File: config.mk
export PLATFORM = sky130hd
export DESIGN_NAME = dma_blk_engine
export DESIGN_NICKNAME = d
export VERILOG_FILES = /design/src/rtl/dma_blk_pkg.sv /design/src/rtl/dma_port_decode.sv /design/src/rtl/dma_step_counters.sv /design/src/rtl/dma_buf_rom.sv /design/src/rtl/dma_bus_seq.sv /design/src/rtl/dma_blk_engine.sv
export SDC_FILE = /design/constraint.sdc
export NUM_CORES = 1
export LEC_CHECK = 0
export BUFFER_PORTS_ARGS = -buffer_cell sky130_fd_sc_hd__buf_4
export CAP_MARGIN = 5
export CORE_ASPECT_RATIO = 1.4
export CORE_MARGIN = 2
export CORE_UTILIZATION = 54
export CTS_BUF_LIST = sky130_fd_sc_hd__clkbuf_8
export DETAILED_ROUTE_END_ITERATION = 16
export PLACE_DENSITY = 0.87
export SYNTH_ARGS = -nofsm -noshare
export SYNTH_HDL_FRONTEND = slang
export SYNTH_SLANG_ARGS = --single-unit
File: constraint.sdc
create_clock -name clk -period 1.7 [get_ports clk]
set_input_delay 0.255 -clock clk [delete_from_list [all_inputs] [get_ports clk]]
set_output_delay 0.255 -clock clk [all_outputs]
set_load 0.01 [all_outputs]
File: src/rtl/dma_blk_pkg.sv
// Package: shared state encoding, bus command codes and host port numbers
// for the block-transfer DMA engine. Assumes a 2-bit bus command field.
package dma_blk_pkg;

    typedef enum logic [2:0] {
        ST_IDLE = 3'd0,
        ST_REQ  = 3'd1,
        ST_XFER = 3'd2,
        ST_DONE = 3'd3,
        ST_IRQ  = 3'd4
    } dma_state_e;

    localparam int          CMD_W     = 2;
    localparam logic [1:0]  CMD_NONE  = 2'b00;
    localparam logic [1:0]  CMD_MEMWR = 2'b10;

    localparam int PORT_NUM_BASE  = 1;
    localparam int PORT_NUM_COUNT = 2;
    localparam int PORT_NUM_GO    = 4;

endpackage

File: src/rtl/dma_port_decode.sv
// Module: turns a host I/O write into one-cycle pulses for base load,
// count load and start. Assumes host_io_wr is a single-cycle strobe.
module dma_port_decode
    import dma_blk_pkg::*;
#(
    parameter int PORT_W = 3
) (
    input  logic              host_io_wr,
    input  logic [PORT_W-1:0] host_port,
    output logic              ld_base,
    output logic              ld_count,
    output logic              go
);

    // Compare the port number against each fixed port.
    always_comb begin
        ld_base  = host_io_wr && (host_port == PORT_W'(PORT_NUM_BASE));
        ld_count = host_io_wr && (host_port == PORT_W'(PORT_NUM_COUNT));
        go       = host_io_wr && (host_port == PORT_W'(PORT_NUM_GO));
    end

endmodule

File: src/rtl/dma_step_counters.sv
// Module: the three lockstep counters (buffer index up from 0, memory
// address up from base, remaining count down to zero). Assumes
// DATA_W >= ADDR_W and DATA_W >= IDX_W. Loads are taken only when
// cfg_open is high.
module dma_step_counters #(
    parameter int ADDR_W = 8,
    parameter int IDX_W  = 4,
    parameter int DATA_W = 8
) (
    input  logic              clk,
    input  logic              rst_n,
    input  logic              cfg_open,
    input  logic              ld_base,
    input  logic              ld_count,
    input  logic [DATA_W-1:0] cfg_data,
    input  logic              clr_idx,
    input  logic              step,
    output logic [IDX_W-1:0]  buf_idx,
    output logic [ADDR_W-1:0] mem_addr,
    output logic              last_word
);

    logic [IDX_W-1:0] remain;

    // Memory address: load the base when idle, then step up once per word.
    always_ff @(posedge clk) begin
        if (!rst_n)                   mem_addr <= '0;
        else if (cfg_open && ld_base) mem_addr <= cfg_data[ADDR_W-1:0];
        else if (step)                mem_addr <= mem_addr + ADDR_W'(1);
    end

    // Remaining count: load N-1 when idle, then step down once per word.
    always_ff @(posedge clk) begin
        if (!rst_n)                    remain <= '0;
        else if (cfg_open && ld_count) remain <= cfg_data[IDX_W-1:0];
        else if (step)                 remain <= remain - IDX_W'(1);
    end

    // Buffer index: clear at start, then step up once per word.
    always_ff @(posedge clk) begin
        if (!rst_n)       buf_idx <= '0;
        else if (clr_idx) buf_idx <= '0;
        else if (step)    buf_idx <= buf_idx + IDX_W'(1);
    end

    // Zero flag: the current word is the last one.
    always_comb last_word = (remain == '0);

endmodule

File: src/rtl/dma_buf_rom.sv
// Module: device-side buffer modelled as a computed read-only table.
// Entry i = (i*MUL + ADD) truncated to DATA_W. Assumes DEPTH = 2**IDX_W.
module dma_buf_rom #(
    parameter int DEPTH  = 16,
    parameter int IDX_W  = 4,
    parameter int DATA_W = 8,
    parameter int MUL    = 29,
    parameter int ADD    = 90
) (
    input  logic [IDX_W-1:0]  idx,
    output logic [DATA_W-1:0] rdata
);

    logic [DATA_W-1:0] tbl [DEPTH];

    // One constant entry per buffer slot.
    for (genvar gi = 0; gi < DEPTH; gi++) begin : g_ent
        assign tbl[gi] = DATA_W'(gi * MUL + ADD);
    end

    // Asynchronous read of the addressed entry.
    always_comb rdata = tbl[idx];

endmodule

File: src/rtl/dma_bus_seq.sv
// Module: control sequencer. Idle -> request -> transfer (one word per
// acknowledge) -> one quiet cycle -> interrupt -> idle. Assumes the grant
// stays high for the whole transfer once it is given.
module dma_bus_seq
    import dma_blk_pkg::*;
(
    input  logic clk,
    input  logic rst_n,
    input  logic go,
    input  logic bus_gnt,
    input  logic bus_ack,
    input  logic irq_ack,
    input  logic last_word,
    output logic idle,
    output logic clr_idx,
    output logic step,
    output logic bus_req,
    output logic bus_en,
    output logic irq
);

    dma_state_e st, st_nx;

    // State register with synchronous reset to idle.
    always_ff @(posedge clk) begin
        if (!rst_n) st <= ST_IDLE;
        else        st <= st_nx;
    end

    // Next-state logic.
    always_comb begin
        st_nx = st;
        unique case (st)
            ST_IDLE: if (go)                    st_nx = ST_REQ;
            ST_REQ:  if (bus_gnt)               st_nx = ST_XFER;
            ST_XFER: if (bus_ack && last_word)  st_nx = ST_DONE;
            ST_DONE:                            st_nx = ST_IRQ;
            ST_IRQ:  if (irq_ack)               st_nx = ST_IDLE;
            default:                            st_nx = ST_IDLE;
        endcase
    end

    // Outputs decoded from the state.
    always_comb begin
        idle    = (st == ST_IDLE);
        clr_idx = idle && go;
        step    = (st == ST_XFER) && bus_ack;
        bus_req = (st == ST_REQ) || (st == ST_XFER);
        bus_en  = (st == ST_XFER);
        irq     = (st == ST_IRQ);
    end

endmodule

File: src/rtl/dma_blk_engine.sv
// Module: top of the block-transfer DMA engine. Connects the port decoder,
// the lockstep counters, the buffer table and the sequencer, and drives
// the bus outputs (zero while not enabled). Assumes DATA_W >= ADDR_W.
module dma_blk_engine
    import dma_blk_pkg::*;
#(
    parameter int PORT_W    = 3,
    parameter int ADDR_W    = 8,
    parameter int DATA_W    = 8,
    parameter int BUF_DEPTH = 16,
    parameter int ROM_MUL   = 29,
    parameter int ROM_ADD   = 90
) (
    input  logic              clk,
    input  logic              rst_n,
    input  logic              host_io_wr,
    input  logic [PORT_W-1:0] host_port,
    input  logic [DATA_W-1:0] host_data,
    output logic              bus_req,
    input  logic              bus_gnt,
    output logic              bus_en,
    output logic [1:0]        bus_cmd,
    output logic [ADDR_W-1:0] bus_addr,
    output logic [DATA_W-1:0] bus_data,
    input  logic              bus_ack,
    output logic              irq,
    input  logic              irq_ack
);

    localparam int IDX_W = $clog2(BUF_DEPTH);

    logic              ld_base, ld_count, go;
    logic              idle, clr_idx, step, last_word;
    logic [IDX_W-1:0]  buf_idx;
    logic [ADDR_W-1:0] mem_addr;
    logic [DATA_W-1:0] rom_data;

    dma_port_decode #(.PORT_W(PORT_W)) u_dec (
        .host_io_wr (host_io_wr),
        .host_port  (host_port),
        .ld_base    (ld_base),
        .ld_count   (ld_count),
        .go         (go)
    );

    dma_step_counters #(.ADDR_W(ADDR_W), .IDX_W(IDX_W), .DATA_W(DATA_W)) u_cnt (
        .clk       (clk),
        .rst_n     (rst_n),
        .cfg_open  (idle),
        .ld_base   (ld_base),
        .ld_count  (ld_count),
        .cfg_data  (host_data),
        .clr_idx   (clr_idx),
        .step      (step),
        .buf_idx   (buf_idx),
        .mem_addr  (mem_addr),
        .last_word (last_word)
    );

    dma_buf_rom #(.DEPTH(BUF_DEPTH), .IDX_W(IDX_W), .DATA_W(DATA_W),
                  .MUL(ROM_MUL), .ADD(ROM_ADD)) u_rom (
        .idx   (buf_idx),
        .rdata (rom_data)
    );

    dma_bus_seq u_seq (
        .clk       (clk),
        .rst_n     (rst_n),
        .go        (go),
        .bus_gnt   (bus_gnt),
        .bus_ack   (bus_ack),
        .irq_ack   (irq_ack),
        .last_word (last_word),
        .idle      (idle),
        .clr_idx   (clr_idx),
        .step      (step),
        .bus_req   (bus_req),
        .bus_en    (bus_en),
        .irq       (irq)
    );

    // Bus drivers: valid only while enabled, zero otherwise.
    always_comb begin
        bus_cmd  = bus_en ? CMD_MEMWR : CMD_NONE;
        bus_addr = bus_en ? mem_addr  : '0;
        bus_data = bus_en ? rom_data  : '0;
    end

endmodule

[Yosys cells after proc, flatten, opt, wreduce, memory -nomap -nowiden]
Memories as Yosys holds them, arrays and structs flattened.
Cells that the tools add are included.
W data, S select, Z words.
Operators by class
  magnitude comparators: 1
  equality and inequality tests: 11
  bitwise operators: 2
  add/subtract/negate cells: 3
  multiplexer cells: 14
  reductions and logical operators: 15
Operators with widths (number)
  $mux W8: 6
  $pmux W3 S5: 1
  $mux W3: 4
  $eq A3 B2 Y1 const B: 3
  $add A8 B1 Y8 const B: 1
  $logic_and A1 B1 Y1: 8
  $mux W4: 2
  $eq A3 B1 Y1 const B: 2
  $eq A3 B3 Y1 const B: 2
  $ne A2 B1 Y1 const B: 3
  $ge A5 B5 Y1 const B: 1
  $not A4 Y5: 1
  $add A4 B1 Y4 const B: 1
  $logic_not A4 Y1: 1
  $reduce_and A4 Y1: 1
  $reduce_bool A2 Y1: 2
  $sub A4 B1 Y4 const B: 1
  $logic_not A3 Y1: 1
  $mux W2: 1
  $ne A2 B2 Y1 const B: 1
  $reduce_or A2 Y1: 1
  $logic_or A1 B1 Y1: 1
  $not A1 Y1: 1
Word-level totals
  bits in registers: 19
  ROM bits: 128
  logic and storage cells: 51
  output and inout port bits: 21
  bits of input ports: 17
  memories: 1
Memories
  (name not given): words 16, width 8, read ports 1, clocked after Yosys merged registers in 0, write ports 0, RTL line dma_buf_rom.sv:22  | always_comb rdata = tbl[idx];

[Logic depth before layout (Yosys ltp)]
Gate-level depths: netlist of run 1.
  depth after elaboration: 5
  depth in mapped cells: 6
  depth with buffers taken out: 6

[Modules after synthesis]
From an unflattened synthesis of run 1, not the netlist that was laid out.
Unflattened totals
  cell total of the unflattened synthesis: 165
  area, all modules: 1392.6 µm²
By module, submodules not included
  dma_step_counters: cells each 89, instances 1, area each 797.0 µm², sequential area each 320.3 µm²
  dma_buf_rom: cells each 29, instances 1, area each 210.2 µm², sequential area each 0.0 µm²
  dma_bus_seq: cells each 24, instances 1, area each 202.7 µm², sequential area each 60.1 µm²
  dma_blk_engine: cells each 20, instances 1, area each 145.1 µm², sequential area each 0.0 µm²
  dma_port_decode: cells each 3, instances 1, area each 37.5 µm², sequential area each 0.0 µm²

[Worst setup path before layout of run 1]
Ideal clock, no wire load.
  path kind: reg-to-output
  start point: reg u_seq.st[0]
  end point: out bus_data[7]
  buffers on the path: 1
  slack: 0.053 ns
  stages on the path, launching flop included: 7
  data required time: 1.445 ns
  data arrival time: 1.392 ns
  path through: dfxtp_1 > buf_2 > nor2_1 > nand2_1 > inv_1 > o21ai_0 > a31oi_1
On the way
  word-level cells in the longest chain between the ends: 2
RTL lines
  from (decl): RTL line dma_bus_seq.sv:22  | dma_state_e st, st_nx;
  from (signal assigned): RTL line dma_bus_seq.sv:27  | else st <= st_nx;
  $eq A3 B2 Y1: RTL line dma_bus_seq.sv:49  | bus_en = (st == ST_XFER);
  named net bus_en: RTL line dma_blk_engine.sv:21  | output logic bus_en,
  $mux W8: RTL line dma_blk_engine.sv:86  | bus_data = bus_en ? rom_data : '0;
  to (decl): RTL line dma_blk_engine.sv:24  | output logic [DATA_W-1:0] bus_data,
The timed path passes the listed nets, and every way through them passes these cells.

[Worst setup path in the final report of run 1]
  start point: reg u_cnt.buf_idx[0]
  end point: out bus_data[6]
On the way
  word-level cells in the longest chain between the ends: 5
RTL lines
  from (decl): RTL line dma_step_counters.sv:18  | output logic [IDX_W-1:0] buf_idx,
  from (signal assigned): RTL line dma_step_counters.sv:43  | else if (step) buf_idx <= buf_idx + IDX_W'(1);
  $not A4 Y5 (implied by the code): RTL line dma_buf_rom.sv:22
  $mem_v2 Z16 W8
  $mux W8 (implied by the code) (2 in series): RTL line dma_buf_rom.sv:22
  $mux W8: RTL line dma_blk_engine.sv:86
Every way passes these cells. The select of a mux whose other input is x is not followed.

==> results of run 1 <==
-- logic make-up after synthesis --
group | Yosys count | synth area share
other cells | 1 | 0.002765
simple gates | 71 | 0.3035
fa+ha+maj | 10 | 0.09225
buf+inv | 20 | 0.06550
compound gates | 50 | 0.2297
flops | 19 | 0.2804
xor+xnor | 4 | 0.02583
-- what timing repair did --
| item | CTS | global route |
|---|---|---|
| pin swaps | 0 | 2 |
| setup endpoints to repair | 8 | 5 |
| gates resized for setup | 13 | 14 |
| setup buffers | 0 | 2 |
| endpoints found under the hold margin | 0 | 0 |
-- stage by stage --
step                cells  power, mW
global route          250     0.9386
detailed placement    244     0.5948
floorplan             175     0.5343
global placement      244     0.5887
CTS                   248     0.9092
finish                250     0.9119
-- worst min-delay path by stage --
stage                            from           endpoint  slack (ps)  cells past startpoint
finish                        irq_ack        u_seq.st[2]         250                      3
global route                  bus_gnt        u_seq.st[0]         260                      3
CTS                      host_data[0]  u_cnt.mem_addr[0]         260                      3
floorplan                       rst_n    u_cnt.remain[0]         390                      2
detailed placement  u_cnt.mem_addr[1]  u_cnt.mem_addr[1]         480                      2
global placement     u_cnt.buf_idx[2]   u_cnt.buf_idx[2]         470                      2
-- cells in the mapped netlist (all sizes together) --
master / count
nor3: 2
nor2: 16
conb: 1
ha: 10
o22a: 1
o21ai: 10
o211ai: 1
o31ai: 2
a21oi: 21
or2: 1
and3: 8
and2: 2
dfxtp: 19
clkbuf: 5
a31oi: 6
and4bb: 2
buf: 5
or2b: 1
nor4b: 1
or4: 1
nand2b: 6
nand3: 6
a211oi: 2
nand3b: 3
a22oi: 1
xnor2: 2
inv: 10
a41oi: 1
nand4: 3
a32oi: 2
o2111ai: 1
nor3b: 2
nand4bb: 1
or3: 1
a21o: 1
nand2: 14
xor2: 2
nand4b: 1
a221oi: 1
-- routing by layer --
metal	vias up	global-route usage	part of all wire
met5	-	0	0
met4	0	0.1286	0.030
met3	13	0.04011	0.051
met2	65	0.5156	0.56
met1	701	0.2916	0.36
li1	704	-	-
-- registers in the layout, summed over array words and instances, names as in the netlist --
signal,cells
u_cnt.remain,4
u_cnt.buf_idx,4
u_cnt.mem_addr,8
u_seq.st,3
-- worst max-delay path: cells and delay by family, from the launching register on --
family / cells / cell delay [ps]
buffers and inverters: 2 / 310
AOI/OAI and AO/OA: 2 / 330
DFF: 1 / 330
adders and majority gates: 1 / 240
-- layout make-up --
type	instances	area (sq um)	share of cell area
flip-flops and latches	19	397.9	0.2177
inverters	10	37.54	0.02053
multi-input cells	136	943.4	0.5161
clock inverters	1	5.005	0.002738
repair buffers	47	360.3	0.1971
clock buffers	3	41.29	0.02259
well taps	34	42.54	0.02327
-- cell usage in the layout, fill, tap and decap left out, types with 3 or more instances in the layout --
master,instances
a21oi_1,18
a21oi_2,3
a31oi_1,6
and3_1,8
buf_4,45
clkbuf_8,3
dfxtp_1,13
dfxtp_4,4
ha_1,6
inv_1,6
inv_2,4
nand2_1,13
nand2b_1,5
nand3_1,6
nand3b_1,3
nand4_1,3
nor2_1,15
o21ai_0,10
-- power by group through the flow --
stage	Combinational [mW]	Sequential, mW	Clock (mW)
2_1_floorplan	0.0612	0.473	0
3_3_place_gp	0.112	0.477	0
3_5_place_dp	0.117	0.478	0
4_1_cts	0.119	0.468	0.321
5_1_grt	0.132	0.466	0.341
6_report	0.122	0.464	0.326
==> impl_metrics.py, run 1 <==
metrics = {
    "routing": {
        "vias_per_cell": 5.932,
        "wirelength_um": 3997,
        "ant_nets": 0,
        "dr.first_iter.drc_count": 34,
        "wl_per_cell_um": 15.99,
        "vias": 1483,
        "drt_first_pass_iters": 4,
        "drcViolationCount": 0,
    },
    "placement": {
        "port_buffers": 36,
        "pre_cts_ws_ps": 42.75,
        "hpwlAfterDp_um": 2926,
        "routabilityCongestion": 0.8469,
        "place_area_sq_mm": 0.001685,
    },
    "finish": {
        "finalInstanceArea_sq_mm": 0.001828,
        "diodes": 0,
        "area_growth_pct": 34.78,
        "drive_gt1_frac": 0.3565,
        "fin_nets": 244,
        "fin_util": 0.7645,
        "fill_cells": 192,
    },
    "power": {
        "seqPwrFrac": 0.509,
        "ir_worst_vdd_v": 0.0004368,
        "p_per_area_mw_per_mm2": 498.8,
        "clkPwrFrac": 0.357,
        "netSwitchingFraction": 0.2602,
        "p_comb_frac": 0.134,
        "p_int_uw": 674.6,
        "p_sw_uw": 237.2,
        "p_leak_nw": 0.7522,
    },
    "clocking": {
        "path_clk_slew_ps": 70,
        "root_buffer": "clkbuf_8",
        "h-tree-depth": 1,
        "insertion_delay_ps": 260,
        "cts_tree": "built",
        "numCtsBuffers": 3,
        "holdBufCountCts": 0,
        "clock-sinks": 19,
        "clk_path_buf_depth": 2,
    },
    "sta": {
        "hold_viol_final": 0,
        "fmax_mhz": 582.9,
        "fin_tns_setup_ps": -15.48,
        "finalCriticalPeriod_ps": 1715,
        "fin_ws_ps": -15.48,
        "post-route-period-util": 1.009,
        "setup_viol": 1,
        "drv_slew": 0,
        "rsz0062_at_grt": "true",
        "finClkSkew_ps": 1.811,
        "holdWs_ps": 247.2,
    },
    "run": {
        "drv_cap": 0,
    },
    "setup_path": {
        "critPathArrivalTime_ps": 1460,
        "worstSetupStartpoint": "u_cnt.buf_idx[0]",
        "timing.rr.start": "u_seq.st[1]",
        "crit_path_max_fanout": 6,
        "cpMaxStageDelayCell": "dfxtp_2",
        "cp-start-kind": "flip-flop",
        "required_ps": 1440,
        "cp-end-kind": "output pin",
        "r2r.worst_path.cells": 4,
        "rrSetupSlack_ps": 150,
        "reg2reg_to": "u_cnt.remain[3]",
        "endpoint": "bus_data[6]",
        "cp_cell_sequence": "inv_2 > ha_4 > o2111ai_1 > o31ai_1 > buf_4",
        "crit_path_max_incr_delay_ps": 330,
        "timing_worst_setup_path_type": "reg -> out",
    },
    "die": {
        "fp.dieH_um": 63.30,
        "rows": 21,
        "die_area_sq_mm": 0.002934,
        "pin_count": 38,
        "core_area_sq_mm": 0.002391,
        "start_util": 0.5672,
        "dieWidth_um": 46.36,
    },
    "synthesis": {
        "synth_fp_nets": 202,
        "synth_top_cell_by_area": "dfxtp_1",
        "yosys_warnings": 0,
        "syn_inst": 175,
        "syn_avg_cell_area_sq_um": 7.750,
        "syn-cell-area_sq_mm": 0.001356,
        "yosysSeqAreaShare": 0.2804,
        "netlist.area_leader.share": 0.2804,
        "ys_types": 43,
        "ys_ff_latch": 19,
        "ys_top_cells_by_area": "dfxtp_1, ha_1, a21oi_1, nor2_1, nand2_1",
    },
    "global_route": {
        "grt_pass1_vias": 1421,
        "grt_overflow": 0,
        "grt_pass1_wl_um": 6154,
        "grt_max_degree": 14,
        "track_usage": 0.2819,
        "antenna_found_initial": 0,
    },
    "outcome": {
        "status": "complete, but fails checks",
        "violations": "negative setup slack",
    },
    "worst_hold_path": {
        "hold_path_class": "in -> reg",
    },
}
Power figures use the tool's default switching activity.
==> run 2: changes to the inputs <==
--- a/config.mk
+++ b/config.mk
@@ -13,6 +13,7 @@
 export CTS_BUF_LIST = sky130_fd_sc_hd__clkbuf_8
 export DETAILED_ROUTE_END_ITERATION = 16
 export PLACE_DENSITY = 0.87
+export SETUP_SLACK_MARGIN = 0.5
 export SYNTH_ARGS = -nofsm -noshare
 export SYNTH_HDL_FRONTEND = slang
 export SYNTH_SLANG_ARGS = --single-unit
==> run 2 against run 1 <==
The flow now stops in global routing. Synthesized cell count unchanged. Synthesized area unchanged.
==> impl_metrics.py, run 2 <==
metrics = {
    "die": {
        "rows": 21,
        "dieWidth_um": 46.36,
        "pin_count": 38,
        "fp.dieH_um": 63.30,
        "start_util": 0.5672,
    },
    "sta": {
        "worstEndpointGrtRepair": "bus_data[6]",
        "endpoint_type": "top-level output",
    },
    "outcome": {
        "error": "[ERROR DPL-0038] Utilization greater than 100%, impossible to legalize",
        "status": "aborted with a tool error",
        "lastStage": "global routing",
    },
    "placement": {
        "routabilityCongestion": 0.9384,
        "port_buffers": 36,
        "hpwlAfterDp_um": 2809,
    },
    "synthesis": {
        "syn_inst": 175,
        "ys_dominant_reg_cell": "dfxtp_1",
        "ys_types": 43,
        "ys_ff_latch": 19,
        "yosys_warnings": 0,
        "ys_top_cells_by_area": "dfxtp_1, ha_1, a21oi_1, nor2_1, nand2_1",
        "syn_avg_cell_area_sq_um": 7.750,
        "syn-cell-area_sq_mm": 0.001356,
        "netlist.area_leader.share": 0.2804,
        "yosysSeqAreaShare": 0.2804,
        "synth_top_cell_by_area": "dfxtp_1",
        "synth_edf_count": 0,
        "async_flop_share": 0,
        "synth_fp_nets": 202,
        "synth_top_cells_by_count": "a21oi_1, dfxtp_1, nor2_1",
    },
    "clocking": {
        "h-tree-depth": 1,
        "holdBufCountCts": 0,
        "clock-sinks": 19,
        "root_buffer": "clkbuf_8",
        "numCtsBuffers": 3,
        "clk_path_buf_depth": 2,
    },
    "global_route": {
        "grt_max_degree": 12,
    },
}
==> run 2: cell counts after synthesis <==
No cell type changed its count.
==> run 2: through the flow <==
step           hold slack (ps)  area, sq um  setup slack (ps)  utilization  instances
4_1_cts                  261.2         2238             75.29       0.9362        272
3_5_place_dp             476.0         1753             88.74       0.7331        239
3_3_place_gp             472.4         1753             193.8       0.7331        239
2_1_floorplan            388.6         1489             346.6            -        175
==> run 2: logic make-up after synthesis <==
| kind of cell | Yosys count | synth area share |
|---|---|---|
| other | 1 | 0.002765 |
| AOI/OAI and AO/OA | 50 | 0.2297 |
| and+or+nand+nor | 71 | 0.3035 |
| buffers and inverters | 20 | 0.06550 |
| xor gates and xnor gates | 4 | 0.02583 |
| adders and majority gates | 10 | 0.09225 |
| DFF | 19 | 0.2804 |
==> run 2: repair_timing <==
action                     CTS
gates resized for setup     56
pin swaps                   30
setup endpoints to repair   37
gates cloned                 1
setup buffers               28
==> run 3: changes to the inputs <==
--- a/config.mk
+++ b/config.mk
@@ -7,13 +7,10 @@
 export LEC_CHECK = 0
 export BUFFER_PORTS_ARGS = -buffer_cell sky130_fd_sc_hd__buf_4
 export CAP_MARGIN = 5
-export CORE_ASPECT_RATIO = 1.4
-export CORE_MARGIN = 2
-export CORE_UTILIZATION = 54
-export CTS_BUF_LIST = sky130_fd_sc_hd__clkbuf_8
+export CORE_AREA = 2 2 63 65
 export DETAILED_ROUTE_END_ITERATION = 16
-export PLACE_DENSITY = 0.87
-export SETUP_SLACK_MARGIN = 0.5
+export DIE_AREA = 0 0 65 67
+export PLACE_DENSITY_LB_ADDON = 0.15
 export SYNTH_ARGS = -nofsm -noshare
 export SYNTH_HDL_FRONTEND = slang
 export SYNTH_SLANG_ARGS = --single-unit
==> run 3 against run 2 <==
The flow now finishes, with violations (negative setup slack).
==> impl_metrics.py, run 3 (synthesis results as in run 1) <==
metrics = {
    "outcome": {
        "status": "complete, but fails checks",
        "violations": "negative setup slack",
    },
    "routing": {
        "drt_first_pass_iters": 4,
        "wl_per_cell_um": 13.99,
        "ant_nets": 0,
        "vias": 1427,
        "vias_per_cell": 5.345,
        "dr.first_iter.drc_count": 49,
        "drcViolationCount": 0,
        "wirelength_um": 3734,
    },
    "setup_path": {
        "cp-start-kind": "flip-flop",
        "r2r.worst_path.cells": 5,
        "cp-end-kind": "output pin",
        "reg2reg_to": "u_cnt.mem_addr[4]",
        "timing.rr.start": "u_seq.st[2]",
        "rrSetupSlack_ps": 180,
        "crit_family": "flip-flops",
        "crit_path_max_incr_delay_ps": 390,
        "path_buf_inv": 3,
        "timing_worst_setup_path_type": "reg -> out",
        "cpMaxStageDelayCell": "dfxtp_4",
        "required_ps": 1440,
        "critPathArrivalTime_ps": 1460,
        "path_depth": 6,
        "cp_cell_sequence": "inv_4 > buf_6 > ha_2 > o21ai_0 > a21oi_2 > buf_4",
        "crit_path_max_fanout": 5,
    },
    "global_route": {
        "grtUsageMet3": 0.02534,
        "track_usage": 0.1716,
        "grt_use_met1": 0.2203,
        "grt_pass1_vias": 1298,
        "grt_busiest_layer": "met2",
        "grt_overflow": 0,
        "use_met2": 0.2912,
        "grt_pass1_wl_um": 5858,
        "grt_max_degree": 14,
        "antenna_found_initial": 0,
    },
    "sta": {
        "post-route-period-util": 1.006,
        "drv_slew": 0,
        "fmax_mhz": 584.6,
        "fin_tns_setup_ps": -10.59,
        "setup_viol": 1,
        "finClkSkew_ps": 6.921,
        "finalCriticalPeriod_ps": 1711,
        "rsz0062_at_grt": "true",
        "fin_ws_ps": -10.59,
        "holdWs_ps": 246.0,
        "hold_viol_final": 0,
    },
    "clocking": {
        "numCtsBuffers": 3,
        "path_clk_slew_ps": 80,
        "root_buffer": "clkbuf_8",
        "cts_tree": "built",
        "clock-sinks": 19,
        "holdBufCountCts": 0,
        "insertion_delay_ps": 260,
        "clk_path_buf_depth": 2,
        "h-tree-depth": 1,
    },
    "finish": {
        "most-common-layout-cells": "buf_4, a21oi_1, nor2_1, dfxtp_1, nand2_1",
        "area_growth_pct": 38.56,
        "reg.largest.list": "u_cnt.mem_addr (8), u_cnt.buf_idx (4), u_cnt.remain (4)",
        "top_register": "u_cnt.mem_addr",
        "diodes": 0,
        "instances_no_fill": 267,
        "finalInstanceArea_sq_mm": 0.001879,
        "drive_gt1_frac": 0.3790,
        "layout_commonest_cell": "buf_4",
        "fin_nets": 247,
        "largest_reg_flops": 8,
    },
    "die": {
        "rows": 22,
        "dieWidth_um": 65,
        "pin_count": 38,
        "core_area_sq_mm": 0.003606,
        "die_area_sq_mm": 0.004355,
        "start_util": 0.3761,
        "fp.dieH_um": 67,
    },
    "worst_hold_path": {
        "hold_path_end": "u_cnt.mem_addr[0]",
        "hold_depth": 3,
        "holdCritStartpoint": "host_data[0]",
        "hold_path_class": "in -> reg",
    },
    "placement": {
        "place_inst": 261,
        "routabilityCongestion": 0.7969,
        "port_buffers": 36,
        "hpwlAfterDp_um": 2724,
        "place_area_sq_mm": 0.001725,
    },
    "power": {
        "ir_worst_vdd_v": 0.0002686,
        "p_leak_nw": 0.7679,
        "p_per_area_mw_per_mm2": 485.5,
    },
    "run": {
        "drv_cap": 0,
    },
}
==> run 3: layer usage <==
layer | vias to the layer above | share of wire
li1 | 712 | -
met1 | 665 | 0.45
met2 | 44 | 0.50
met3 | 6 | 0.043
met4 | 0 | 0.014
met5 | - | 0
==> run 3: worst max-delay path by stage <==
| stage | from | endpoint | slack [ps] |
|---|---|---|---|
| 3_5_place_dp | u_seq.st[1] | u_cnt.mem_addr[0] | 80 |
| 6_report | u_cnt.buf_idx[0] | bus_data[5] | -10 |
| 3_3_place_gp | u_seq.st[1] | u_cnt.mem_addr[0] | 150 |
| 2_1_floorplan | u_seq.st[0] | bus_data[7] | 50 |
| 4_1_cts | u_seq.st[0] | bus_data[6] | 3 |
| 5_1_grt | u_cnt.buf_idx[0] | bus_data[3] | -70 |
==> run 3: repair_timing <==
item                                    in CTS  in global routing
cloned                                       0                  0
buffers inserted                             0                  2
hold endpoints to repair                     0                  0
endpoints found under the setup margin       9                  7
gates resized for setup                     14                 17
pin swaps                                    1                  5
==> run 3: tightest hold or removal path: cells and delay by family <==
family                 cells  cell delay, ps
and+or+nand+nor            1              70
buffers and inverters      1             100
AOI/OAI and AO/OA          1              50
==> run 3: through the flow <==
step                power, mW  worst slack [ps]  utilization
floorplan              0.5343             52.92            -
global placement       0.5962             145.4       0.4785
detailed placement     0.5983             79.59       0.4785
CTS                    0.9258             2.551       0.5014
global route           0.9593            -67.64       0.5212
finish                 0.9125            -10.59       0.5212
==> run 3: cell type report <==
class                           instances  area [sq um]
Sequential cell                        19         395.4
Timing Repair Buffer                   50         382.9
Inverter                               10         45.04
Multi-Input combinational cell        136         949.7
Clock inverter                          1         5.005
Fill cell                             348          1727
Clock buffer                            3         41.29
Tap cell                               48         60.06
==> run 3: where the power goes <==
part	internal (mW)	total [mW]	switching, mW
Sequential	0.451	0.464	0.0126
Clock	0.163	0.323	0.160
Combinational	0.0649	0.126	0.0611
Total	0.679	0.912	0.234
==> run 4: changes to the inputs <==
--- a/config.mk
+++ b/config.mk
@@ -11,6 +11,7 @@
 export DETAILED_ROUTE_END_ITERATION = 16
 export DIE_AREA = 0 0 65 67
 export PLACE_DENSITY_LB_ADDON = 0.15
+export RECOVER_POWER = 50
 export SYNTH_ARGS = -nofsm -noshare
 export SYNTH_HDL_FRONTEND = slang
 export SYNTH_SLANG_ARGS = --single-unit
==> run 4 against run 3 <==
Utilization decreased by 0.94 points. Clock power hardly changed. The run still ends with negative setup slack left. Highest routed layer unchanged. First-iteration DRC count up 2.0%. Largest cell class unchanged.
==> impl_metrics.py, run 4 (synthesis results as in run 1) <==
metrics = {
    "outcome": {
        "status": "complete, but fails checks",
        "violations": "negative setup slack",
    },
    "global_route": {
        "antenna_found_initial": 0,
        "track_usage": 0.1716,
        "grt_pass1_vias": 1298,
        "grt_overflow": 0,
        "grt_max_degree": 14,
        "grt_pass1_wl_um": 5858,
    },
    "routing": {
        "drt_first_pass_iters": 5,
        "dr.first_iter.drc_count": 50,
        "ant_nets": 0,
        "wl_per_cell_um": 13.91,
        "wirelength_um": 3715,
        "vias_per_cell": 5.386,
        "vias": 1438,
        "drcViolationCount": 0,
    },
    "clocking": {
        "root_buffer": "clkbuf_8",
        "h-tree-depth": 1,
        "holdBufCountCts": 0,
        "path_clk_slew_ps": 80,
        "clk_path_buf_depth": 2,
        "insertion_delay_ps": 260,
        "clock-sinks": 19,
        "cts_tree": "built",
        "numCtsBuffers": 3,
    },
    "finish": {
        "diodes": 0,
        "area_growth_pct": 36.07,
        "top_register": "u_cnt.mem_addr",
        "largest_reg_flops": 8,
        "reg.largest.list": "u_cnt.mem_addr (8), u_cnt.buf_idx (4), u_cnt.remain (4)",
        "most-common-layout-cells": "buf_4, a21oi_1, nor2_1, dfxtp_1, nand2_1",
        "layout_commonest_cell": "buf_4",
        "instances_no_fill": 267,
        "fill_cells": 362,
        "fin_nets": 247,
        "drive_gt1_frac": 0.3379,
        "fin_util": 0.5118,
        "finalInstanceArea_sq_mm": 0.001846,
    },
    "die": {
        "rows": 22,
        "core_area_sq_mm": 0.003606,
        "start_util": 0.3761,
        "dieWidth_um": 65,
        "pin_count": 38,
        "die_area_sq_mm": 0.004355,
        "fp.dieH_um": 67,
    },
    "placement": {
        "hpwlAfterDp_um": 2724,
        "routabilityCongestion": 0.7969,
        "place_area_sq_mm": 0.001725,
        "pre_cts_ws_ps": 79.59,
        "port_buffers": 36,
        "place_inst": 261,
    },
    "sta": {
        "fmax_mhz": 587.6,
        "holdWs_ps": 245.8,
        "finalCriticalPeriod_ps": 1702,
        "finClkSkew_ps": 7.496,
        "drv_slew": 0,
        "hold_viol_final": 0,
        "rsz0062_at_grt": "true",
        "post-route-period-util": 1.001,
        "fin_tns_setup_ps": -1.770,
        "fin_ws_ps": -1.770,
        "setup_viol": 1,
    },
    "setup_path": {
        "critPathArrivalTime_ps": 1450,
        "crit_path_max_incr_delay_ps": 390,
        "cp_cell_sequence": "inv_4 > buf_6 > ha_2 > o21ai_0 > a21oi_2 > buf_4",
        "cpMaxStageDelayCell": "dfxtp_4",
        "crit_path_max_fanout": 5,
        "required_ps": 1440,
        "cp-start-kind": "flip-flop",
        "timing_worst_setup_path_type": "reg -> out",
        "cp-end-kind": "output pin",
    },
    "power": {
        "p_int_uw": 675.7,
        "finalPower_uw": 908.7,
        "p_leak_nw": 0.7349,
        "p_sw_uw": 233.0,
        "clkPwrFrac": 0.355,
        "p_comb_frac": 0.135,
        "netSwitchingFraction": 0.2564,
        "p_per_area_mw_per_mm2": 492.4,
        "seqPwrFrac": 0.510,
        "ir_worst_vdd_v": 0.0002686,
    },
    "worst_hold_path": {
        "hold_path_class": "in -> reg",
    },
    "run": {
        "drv_cap": 0,
    },
}
==> run 4: cell count changes in the layout (fill, tap and decap cells not counted) <==
cell / previous run / this run
buf_4: 48 / 39
clkbuf_1: 0 / 8
clkbuf_2: 0 / 1
dfxtp_1: 13 / 14
dfxtp_2: 3 / 2
==> run 4: power groups by stage <==
stage | clock, mW | combinational (mW) | sequential, mW
detailed placement | 0 | 0.121 | 0.477
global placement | 0 | 0.119 | 0.477
CTS | 0.337 | 0.123 | 0.466
global route | 0.356 | 0.135 | 0.465
floorplan | 0 | 0.0612 | 0.473
finish | 0.322 | 0.123 | 0.464
==> run 4: worst max-delay path, delay by kind of cell, from the launching register on <==
kind                       cells  cell delay (ps)
AOI/OAI and AO/OA              2              320
DFF                            1              390
buffers and inverters          3              310
adders and majority gates      1              170
==> run 4: repair_timing <==
item / CTS / global route
endpoints found under the setup margin: 9 / 7
pin swaps: 1 / 5
buffers inserted: 0 / 2
gates resized for setup: 14 / 17
==> run 4: worst paths after layout <==
path	start	end	slack, ps	depth (start not counted)
worst max-delay path	u_cnt.buf_idx[0]	bus_data[5]	-2	6
worst min-delay path	host_data[0]	u_cnt.mem_addr[0]	250	3
worst min register to register	u_cnt.mem_addr[1]	u_cnt.mem_addr[1]	490	2
worst max register to register	u_seq.st[2]	u_cnt.mem_addr[4]	150	5
==> run 4: layout make-up <==
class,instances,area (sq um),area share
timing repair buffer,50,350.3,0.1898
inverter,10,45.04,0.02441
tap,48,60.06,0.03254
clock buffer,3,41.29,0.02237
clock inverter,1,5.005,0.002712
multi-input combinational,136,949.7,0.5146
sequential,19,394.1,0.2136
==> run 4: per-layer routing <==
layer | vias up | track usage | part of all wire
li1 | 712 | - | -
met3 | 6 | 0.02534 | 0.042
met5 | - | 0 | 0
met1 | 673 | 0.2203 | 0.45
met4 | 0 | 0.06117 | 0.014
met2 | 47 | 0.2912 | 0.50
